### src/rtl/fe_scan_pkg.sv
package fe_scan_pkg;
  typedef enum logic [2:0] {
    ST_IDLE,
    ST_DELAY,
    ST_SETTLE,
    ST_SHIFT,
    ST_EMIT,
    ST_GAP,
    ST_CFG
  } seq_st_e;

  localparam int CFG_WORDS = 4;
endpackage

### src/rtl/fe_scan_hold_timer.sv
module fe_scan_hold_timer #(
  parameter int DLY_W = 6
) (
  input  logic             clk,
  input  logic             rst_n,
  input  logic             start_i,
  input  logic [DLY_W-1:0] dly_i,
  output logic             fire_o
);
  logic             run_q, run_d;
  logic [DLY_W-1:0] cnt_q, cnt_d;

  // fires on the edge the count reaches one; a zero delay fires like one
  assign fire_o = run_q && (cnt_q <= DLY_W'(1));

  always_comb begin
    run_d = run_q;
    cnt_d = cnt_q;
    if (start_i) begin
      run_d = 1'b1;
      cnt_d = dly_i;
    end else if (fire_o) begin
      run_d = 1'b0;
    end else if (run_q) begin
      cnt_d = cnt_q - DLY_W'(1);
    end
  end

  always_ff @(posedge clk or negedge rst_n) begin
    if (!rst_n) begin
      run_q <= 1'b0;
      cnt_q <= '0;
    end else begin
      run_q <= run_d;
      cnt_q <= cnt_d;
    end
  end
endmodule

### src/rtl/fe_scan_serial_rx.sv
module fe_scan_serial_rx #(
  parameter int N_ADC  = 6,
  parameter int WORD_W = 16,
  parameter int HALF_W = 4
) (
  input  logic              clk,
  input  logic              rst_n,
  input  logic              start_i,
  input  logic [HALF_W-1:0] half_i,
  input  logic [N_ADC-1:0]  sdo_i,
  output logic              sclk_o,
  output logic              done_o,
  output logic [WORD_W-1:0] words_o [N_ADC]
);
  localparam int BIT_W = $clog2(WORD_W);

  logic              act_q, act_d;
  logic              sclk_q, sclk_d;
  logic [HALF_W-1:0] hcnt_q, hcnt_d;
  logic [BIT_W-1:0]  bcnt_q, bcnt_d;
  logic [HALF_W-1:0] heff;
  logic              tick, rise, fall;

  assign heff   = (half_i == '0) ? HALF_W'(1) : half_i;
  assign tick   = act_q && (hcnt_q == heff - HALF_W'(1));
  assign rise   = tick && !sclk_q;
  assign fall   = tick && sclk_q;
  assign done_o = fall && (bcnt_q == BIT_W'(WORD_W - 1));
  assign sclk_o = sclk_q;

  always_comb begin
    act_d  = act_q;
    sclk_d = sclk_q;
    hcnt_d = hcnt_q;
    bcnt_d = bcnt_q;
    if (start_i) begin
      act_d  = 1'b1;
      sclk_d = 1'b0;
      hcnt_d = '0;
      bcnt_d = '0;
    end else if (act_q) begin
      hcnt_d = tick ? '0 : hcnt_q + HALF_W'(1);
      if (rise) sclk_d = 1'b1;
      if (fall) begin
        sclk_d = 1'b0;
        bcnt_d = bcnt_q + BIT_W'(1);
      end
      if (done_o) act_d = 1'b0;
    end
  end

  always_ff @(posedge clk or negedge rst_n) begin
    if (!rst_n) begin
      act_q  <= 1'b0;
      sclk_q <= 1'b0;
      hcnt_q <= '0;
      bcnt_q <= '0;
    end else begin
      act_q  <= act_d;
      sclk_q <= sclk_d;
      hcnt_q <= hcnt_d;
      bcnt_q <= bcnt_d;
    end
  end

  // one capture shift register per converter, MSB arrives first
  for (genvar a = 0; a < N_ADC; a++) begin : g_cap
    logic [WORD_W-1:0] cap_q;
    always_ff @(posedge clk or negedge rst_n) begin
      if (!rst_n)    cap_q <= '0;
      else if (rise) cap_q <= {cap_q[WORD_W-2:0], sdo_i[a]};
    end
    assign words_o[a] = cap_q;
  end
endmodule

### src/rtl/fe_scan_seq.sv
module fe_scan_seq #(
  parameter int N_ADC  = 6,
  parameter int N_POS  = 18,
  parameter int WORD_W = 16,
  parameter int DLY_W  = 6,
  parameter int TIM_W  = 10,
  parameter int HALF_W = 4
) (
  input  logic                       clk,
  input  logic                       rst_n,
  input  logic                       trig_i,
  input  logic                       test_mode_i,
  input  logic [DLY_W-1:0]           cfg_hold_dly_i,
  input  logic [TIM_W-1:0]           cfg_settle_i,
  input  logic [TIM_W-1:0]           cfg_period_i,
  input  logic [HALF_W-1:0]          cfg_sclk_half_i,
  output logic                       hold_o,
  output logic [$clog2(N_POS)-1:0]   mux_sel_o,
  output logic                       adc_cnv_o,
  output logic                       adc_sclk_o,
  input  logic [N_ADC-1:0]           adc_sdo_i,
  output logic                       ev_valid_o,
  input  logic                       ev_ready_i,
  output logic [WORD_W-1:0]          ev_data_o,
  output logic                       ev_last_o,
  output logic                       busy_o,
  output logic                       overlap_o
);
  import fe_scan_pkg::*;

  localparam int SEL_W  = $clog2(N_POS);
  localparam int SLOT_W = $clog2(N_POS + 1);
  localparam int IDX_W  = $clog2((N_ADC > CFG_WORDS) ? N_ADC : CFG_WORDS);

  // reset: asserted at once, released on the clock
  logic [1:0] rsync_q;
  logic       rst_int_n;
  always_ff @(posedge clk or negedge rst_n) begin
    if (!rst_n) rsync_q <= 2'b00;
    else        rsync_q <= {rsync_q[0], 1'b1};
  end
  assign rst_int_n = rsync_q[1];

  seq_st_e           state_q, state_d;
  logic [SLOT_W-1:0] slot_q, slot_d, slot_nxt;
  logic [TIM_W-1:0]  tcnt_q, tcnt_d;
  logic [SEL_W-1:0]  mux_q, mux_d;
  logic [IDX_W-1:0]  widx_q, widx_d;
  logic              cnv_q, cnv_d;
  logic              hold_q, hold_d;
  logic              ovl_q, ovl_d;
  logic              timer_start, timer_fire;
  logic              rx_start, rx_done;
  logic [WORD_W-1:0] rx_words [N_ADC];
  logic              scanning;

  fe_scan_hold_timer #(.DLY_W(DLY_W)) u_timer (
    .clk     (clk),
    .rst_n   (rst_int_n),
    .start_i (timer_start),
    .dly_i   (cfg_hold_dly_i),
    .fire_o  (timer_fire)
  );

  fe_scan_serial_rx #(.N_ADC(N_ADC), .WORD_W(WORD_W), .HALF_W(HALF_W)) u_rx (
    .clk     (clk),
    .rst_n   (rst_int_n),
    .start_i (rx_start),
    .half_i  (cfg_sclk_half_i),
    .sdo_i   (adc_sdo_i),
    .sclk_o  (adc_sclk_o),
    .done_o  (rx_done),
    .words_o (rx_words)
  );

  assign scanning = (state_q == ST_SETTLE) || (state_q == ST_SHIFT) ||
                    (state_q == ST_EMIT)   || (state_q == ST_GAP);
  assign slot_nxt = slot_q + SLOT_W'(1);
  // shifting starts on the edge that ends the conversion start pulse
  assign rx_start = (state_q == ST_SHIFT) && cnv_q;

  always_comb begin
    state_d     = state_q;
    slot_d      = slot_q;
    tcnt_d      = tcnt_q;
    mux_d       = mux_q;
    widx_d      = widx_q;
    hold_d      = hold_q;
    ovl_d       = ovl_q;
    cnv_d       = 1'b0;
    timer_start = 1'b0;
    if (scanning && (tcnt_q != '1)) tcnt_d = tcnt_q + TIM_W'(1);
    if (trig_i && (state_q != ST_IDLE)) ovl_d = 1'b1;
    case (state_q)
      ST_IDLE: if (trig_i) begin
        ovl_d  = 1'b0;
        widx_d = '0;
        if (test_mode_i) begin
          state_d = ST_CFG;
        end else begin
          state_d     = ST_DELAY;
          timer_start = 1'b1;
        end
      end
      ST_DELAY: if (timer_fire) begin
        hold_d  = 1'b1;
        slot_d  = '0;
        tcnt_d  = '0;
        mux_d   = '0;
        state_d = ST_SETTLE;
      end
      ST_SETTLE: if (tcnt_q >= cfg_settle_i) begin
        cnv_d   = 1'b1;
        state_d = (slot_q == '0) ? ST_GAP : ST_SHIFT;
      end
      ST_SHIFT: if (rx_done) begin
        widx_d  = '0;
        state_d = ST_EMIT;
      end
      ST_EMIT: if (ev_ready_i) begin
        if (widx_q == IDX_W'(N_ADC - 1)) state_d = ST_GAP;
        else                             widx_d = widx_q + IDX_W'(1);
      end
      ST_GAP: if (({1'b0, tcnt_q} + (TIM_W+1)'(1)) >= {1'b0, cfg_period_i}) begin
        if (slot_q == SLOT_W'(N_POS)) begin
          hold_d  = 1'b0;
          state_d = ST_IDLE;
        end else begin
          slot_d  = slot_nxt;
          tcnt_d  = '0;
          mux_d   = (slot_nxt >= SLOT_W'(N_POS)) ? SEL_W'(N_POS - 1) : SEL_W'(slot_nxt);
          state_d = ST_SETTLE;
        end
      end
      ST_CFG: if (ev_ready_i) begin
        if (widx_q == IDX_W'(CFG_WORDS - 1)) state_d = ST_IDLE;
        else                                 widx_d = widx_q + IDX_W'(1);
      end
      default: state_d = ST_IDLE;
    endcase
  end

  always_ff @(posedge clk or negedge rst_int_n) begin
    if (!rst_int_n) begin
      state_q <= ST_IDLE;
      slot_q  <= '0;
      tcnt_q  <= '0;
      mux_q   <= '0;
      widx_q  <= '0;
      cnv_q   <= 1'b0;
      hold_q  <= 1'b0;
      ovl_q   <= 1'b0;
    end else begin
      state_q <= state_d;
      slot_q  <= slot_d;
      tcnt_q  <= tcnt_d;
      mux_q   <= mux_d;
      widx_q  <= widx_d;
      cnv_q   <= cnv_d;
      hold_q  <= hold_d;
      ovl_q   <= ovl_d;
    end
  end

  always_comb begin
    ev_data_o = '0;
    if (state_q == ST_EMIT) begin
      ev_data_o = rx_words[widx_q];
    end else if (state_q == ST_CFG) begin
      case (widx_q)
        IDX_W'(0): ev_data_o = WORD_W'(cfg_hold_dly_i);
        IDX_W'(1): ev_data_o = WORD_W'(cfg_settle_i);
        IDX_W'(2): ev_data_o = WORD_W'(cfg_period_i);
        default:   ev_data_o = WORD_W'(cfg_sclk_half_i);
      endcase
    end
  end

  assign ev_valid_o = (state_q == ST_EMIT) || (state_q == ST_CFG);
  assign ev_last_o  = ((state_q == ST_EMIT) && (slot_q == SLOT_W'(N_POS)) &&
                       (widx_q == IDX_W'(N_ADC - 1))) ||
                      ((state_q == ST_CFG) && (widx_q == IDX_W'(CFG_WORDS - 1)));
  assign hold_o     = hold_q;
  assign mux_sel_o  = mux_q;
  assign adc_cnv_o  = cnv_q;
  assign busy_o     = (state_q != ST_IDLE);
  assign overlap_o  = ovl_q;
endmodule

### config.mk
export PLATFORM = sky130hd
export DESIGN_NAME = fe_scan_seq
export DESIGN_NICKNAME = d
export VERILOG_FILES = /design/src/rtl/fe_scan_pkg.sv /design/src/rtl/fe_scan_hold_timer.sv /design/src/rtl/fe_scan_serial_rx.sv /design/src/rtl/fe_scan_seq.sv
export SDC_FILE = /design/constraint.sdc
export NUM_CORES = 1
export LEC_CHECK = 0
export ABC_AREA = 0
export BUFFER_PORTS_ARGS = -buffer_cell sky130_fd_sc_hd__buf_2
export CAP_MARGIN = 20
export CELL_PAD_IN_SITES_DETAIL_PLACEMENT = 1
export CELL_PAD_IN_SITES_GLOBAL_PLACEMENT = 1
export CORE_AREA = 3 3 151 190
export DETAILED_ROUTE_END_ITERATION = 16
export DIE_AREA = 0 0 154 193
export GPL_TIMING_DRIVEN = 1
export PLACE_DENSITY = 0.54
export SLEW_MARGIN = 20
export SYNTH_ARGS = -nofsm -noshare
export SYNTH_HDL_FRONTEND = slang
export SYNTH_HIERARCHICAL = 1
export SYNTH_SLANG_ARGS = --single-unit
### constraint.sdc
create_clock -name clk -period 5.25 [get_ports clk]
set_input_delay 1.3125 -clock clk [delete_from_list [all_inputs] [get_ports clk]]
set_output_delay 1.3125 -clock clk [all_outputs]
set_load 0.005 [all_outputs]
# Word level (Yosys, flattened, before mapping)
# Index checks and enable logic that the tools add are counted.
[word_totals]
regBits = 144
inputBits = 41
output_inout_bits = 28
wordCells = 169
[op_classes]
addsub = 8
n_lt_le_gt_ge = 5
eq_ne = 28
n_mux = 70
bitwise_logic = 1
reduce_logical = 36
[op_table]
columns = ["op", "n"]
rows = [
  ["$mux 3", 17],
  ["$mux 10", 5],
  ["$bmux 16 s3", 1],
  ["$mux 16", 3],
  ["$mux 5", 6],
  ["$pmux 10 s3", 1],
  ["$mux 4", 7],
  ["$pmux 3 s7", 1],
  ["$mux 1", 20],
  ["$ne 2x2->1 const B", 10],
  ["$pmux 10 s2", 1],
  ["$pmux 5 s2", 2],
  ["$mux 6", 3],
  ["$eq 3x2->1 const B", 4],
  ["$eq 3x3->1 const B", 4],
  ["$pmux 3 s4", 1],
  ["$add 10x1->11 const B", 1],
  ["$ge 11x10->1", 1],
  ["$logic_and 1x1->1", 11],
  ["$add 10x1->10 const B", 1],
  ["$ge 10x10->1", 1],
  ["$ne 10x10->1 const B", 1],
  ["$reduce_bool 2->1", 5],
  ["$reduce_and 9->1", 1],
  ["other kinds (26)", 40],
]

# Longest topological paths before layout
[logic_depth]
word_depth = 10
depth_mapped = 13

# By module
# The synthesis kept the hierarchy.
[by_module_without_submodules]
columns = ["mod", "n_inst", "cells_each", "area_per_inst_um2", "seq_area_each_um2"]
rows = [
  ["fe_scan_serial_rx", 1, 273, 4256.6, 2652.5],
  ["fe_scan_seq", 1, 377, 3362.0, 775.7],
  ["fe_scan_hold_timer", 1, 49, 436.7, 175.2],
]

# Worst setup path after synthesis
# Ideal clock, no wire load.
[synth_timing]
kind = "register to output"
startpoint = "register widx_q[0]"
endpoint = "output ev_data_o[0]"
arrival_ns = 2.661
required_time_ns = 3.938
setup_slack_ns = 1.276
stages_incl_launch_ff = 12
n_path_buf = 4
path_cell_list = "dfrtp_1 -> buf_2 -> buf_4 -> buf_4 -> buf_2 -> inv_1 -> ha_1 -> o31ai_1 -> a21oi_1 -> nor2_1 -> nor2_1 -> a2111oi_0"
[synth_between]
elab_chain_len = 5
word_cells_on_any_way = 10
classes_between = "2 x eq/ne; 6 x mux; 1 x bitwise; 1 x reduce/logical"
[synth_lines]
columns = ["element", "line_no", "text"]
rows = [
  ["start, declared", "fe_scan_seq.sv:48", "logic [IDX_W-1:0] widx_q, widx_d;"],
  ["start signal, assigned", "fe_scan_seq.sv:158", "widx_q <= widx_d;"],
  ["$not 3->4 (implied by the code)", "fe_scan_seq.sv:168", "ev_data_o = rx_words[widx_q];"],
  ["$bmux 16 s3", "fe_scan_seq.sv:168", ""],
  ["$mux 16 (implied by the code) (2 in a row)", "fe_scan_seq.sv:168", ""],
  ["$mux 16 (*)", "fe_scan_seq.sv:167", "if (state_q == ST_EMIT) begin"],
  ["end, declared", "fe_scan_seq.sv:24", "output logic [WORD_W-1:0] ev_data_o,"],
]
# Mark *: on every way between the ends. The rest lies on a longest branch, timed or not. The select of a mux whose other input is x is not followed.

# Final worst setup path
# Ends and elaborated chain as after synthesis.

==> results.toml <==
[critical_path]
cp-start-kind = "flop"
worst-path-buf-inv = 2
slowest_stage = "a2111oi_0"
endpoint_kind = "output port"
r2r_slack_ns = 1.76
critPathTopFamily = "compound AO/OA/AOI/OAI gates"
path_class = "reg2out"
reg2reg_from = "tcnt_q[2]"
path_cells = "inv_1, ha_1, o31ai_1, a21oi_1, nor2_1, nor2_1, a2111oi_0, buf_2"
reg2regPathDepth = 11
worst_path_largest_cell_delay_ns = 0.88
crit_required_ns = 3.94
cpMostUsedCell = "nor2_1"
worst-path-max-fanout = 14
reg2reg_to = "state_q[1]"
crit_arrival_ns = 3.61

[hold_path]
hp-class = "reg2reg"
min_from = "rsync_q[0]"
whs_path_depth = 0
hold_end = "rsync_q[1]"

[cells_and_area]
instances_no_fill = 1119
final_cell_mix = "142 x dfrtp_1, 95 x mux2_2, 68 x buf_2"
nets = 838
layout_commonest_cell = "dfrtp_1"
final_core_util_pct = 34.4
drive_gt1_share_pct = 30.0
syn2layout_area_growth_pct = 15.0
antennaDiodeCount = 0

[clocking]
post_cts_buffers = 0
htreeDepth = 4
clock_latency_ns = 0.43
cts_buffer_depth = 2
cts.sinks = 144
numCtsBuffers = 17
holdBufCountCts = 0
cts_tree = "built"
cts_resized = 0
clockRootBuffer = "clkbuf_16"
clkTransAtPathRegs_ns = 0.06

[yosys]
syn-num-nets = 776
synth.cell_area_um2 = 8060
postSynthAreaPerCell_um2 = 11.5
synth_edf_count = 0
synth_cells = 699
async_flop_share_pct = 100
synth_ff_type = "dfrtp_1"
yosysSeqAreaShare_pct = 44.7
ys_types = 71
synth-seq-cells = 144
synth_warnings = 6

[sta]
min_period_ns = 4.92
finalHoldViolCount = 0
period_share_pct = 93.7
setup_ws_ns = 0.330
fmax_ghz = 0.203
slew_viol_final = 0
fin_skew_ns = 0.00792
slew_headroom_pct = 28.8
tns_ns = 0
rsz0062_at_grt = "false"
tightest_slew_ns = 1.04
setup_viol = 0

[grt]
grt_pass1_vias = 6222
grt_use_total_pct = 14.7
grt_max_degree = 74
grt_pass1_wl_mm = 34.3
overflow = 0
antenna_found_initial = 0

[route]
vias = 5672
vias_per_cell = 5.07
finalWirelength_mm = 21.2
drt_iter0_drc = 214
drc = 0
dr.pass1.iters = 4
drtAntennaViolNets = 0
wl_per_cell_um = 18.9

[floorplan]
fp.dieArea_um2 = 29700
die_y_um = 193
coreArea_um2 = 26900
die_w_um = 154
ios = 69
initial_utilization_pct = 29.9
row_count = 67

[pwr]
power_density_nw_per_um2 = 487
switching_share_pct = 37.7
clkPwrFrac_pct = 25.5
pwr-share-seq_pct = 36.7
peakVddDrop_mv = 0.210
leakagePower_nw = 4.26
p_int_w = 0.00281
switchingPower_w = 0.00170
pwr-share-comb_pct = 37.8

[placement]
pre_cts_slack_ns = 0.807
dp.cells = 1087
portBuffers = 68
post-dp-hpwl_mm = 15.8
gp_congestion = 0.845

[run_status]
outcome = "finished clean"

[run]
maxCapViolCount = 0
[state kept, by name, summed over array words and instances, names as in the netlist, named ones only]
signal and flops:
u_rx/g_cap.cap_q 96, tcnt_q 10, u_timer/cnt_q 6, mux_sel_o 5, slot_q 5, u_rx/bcnt_q 4
u_rx/hcnt_q 4, state_q 3, widx_q 3, rsync_q 2, adc_cnv_o 1, hold_o 1
u_rx/act_q 1, u_rx/sclk_o 1, u_timer/run_q 1
[worst reg2reg max path, delay by kind of cell (launching register included)]
family          cells  cell delay (ns)
flops               1             0.45
xor+xnor            1             0.24
compound gates      1             0.10
fa+ha+maj           1             0.28
simple gates        7             1.93
mux                 1             0.36
[cell usage after synthesis (3+ instances only)]
library cell,n,area share [%]
o22ai_1,4,0.31
nand3b_1,4,0.37
a221oi_1,5,0.54
nand2_1,26,1.2
mux2_1,18,2.5
o2111ai_1,3,0.33
clkbuf_1,13,0.61
o21ai_0,16,0.99
nor2b_1,13,1.0
mux2i_1,11,1.4
xor2_1,7,0.76
a21oi_1,19,1.2
a31oi_1,6,0.47
a2111oi_0,3,0.33
a22o_1,3,0.33
o21a_1,3,0.28
a222oi_1,6,0.75
or3_1,5,0.39
o211ai_1,7,0.65
nor4_1,4,0.31
a32o_1,4,0.50
xnor2_1,15,1.6
o32a_1,6,0.75
a22oi_1,7,0.65
inv_1,37,1.7
dfrtp_1,144,45
nand4_1,3,0.23
buf_1,5,0.23
nand2b_1,9,0.70
nor2_1,63,2.9
buf_2,6,0.37
nor3b_1,3,0.28
buf_6,9,1.3
nand3_1,14,0.87
nor3_1,8,0.50
mux2_2,95,13
ha_1,36,5.6
or2_2,3,0.23
mux4_2,16,4.5
[metal layers]
| metal | routed length (um) | global-route usage (%) | up-vias |
|---|---|---|---|
| li1 | - | - | 2678 |
| met1 | 9240 | 18.5 | 2895 |
| met2 | 10700 | 25.5 | 78 |
| met3 | 850 | 3.06 | 21 |
| met4 | 355 | 4.55 | 0 |
| met5 | 0 | 0 | - |
[stage by stage]
stage	cell area (um2)	power [W]	hold WS, ns
after floorplan	8060	0.00289	0.331
after global placement	8710	0.00332	0.339
after detailed placement	8710	0.00340	0.341
after CTS	9270	0.00459	0.357
after global routing	9270	0.00486	0.359
final	9270	0.00452	0.354
[area by class of cell]
type / instances / area [um2]
Timing Repair Buffer: 79 / 435
Clock inverter: 11 / 108
Multi-Input combinational cell: 482 / 4090
Fill cell: 2976 / 17600
Clock buffer: 21 / 450
Tap cell: 345 / 432
Inverter: 37 / 139
Sequential cell: 144 / 3610
[cells by family after synthesis]
logic type / share of synthesized area (%)
buffers and inverters: 4.44
AOI/OAI and AO/OA: 10.0
adders and majority gates: 5.59
other: 0.0466
DFF: 44.7
and+or+nand+nor: 11.1
muxes: 21.6
xor gates and xnor gates: 2.39
[power groups by stage]
stage	logic (W)	clock network, W	registers (W)
finish	0.00171	0.00115	0.00165
CTS	0.00173	0.00120	0.00166
detailed placement	0.00173	0	0.00168
global placement	0.00166	0	0.00166
global route	0.00191	0.00124	0.00171
floorplan	0.00134	0	0.00155
[how the worst max path moves through the flow]
stage	cells past startpoint	slack, ns	start	endpoint
2_1_floorplan	0	0.94	rsync_q[1]	async pin
3_3_place_gp	13	0.91	cfg_sclk_half_i[1]	state_q[2]
3_5_place_dp	13	0.81	cfg_sclk_half_i[1]	state_q[1]
4_1_cts	8	0.33	widx_q[0]	ev_data_o[0]
5_1_grt	8	0.17	widx_q[0]	ev_data_o[0]
6_report	8	0.33	widx_q[0]	ev_data_o[0]
No activity file was read; power rests on OpenSTA's default activity.
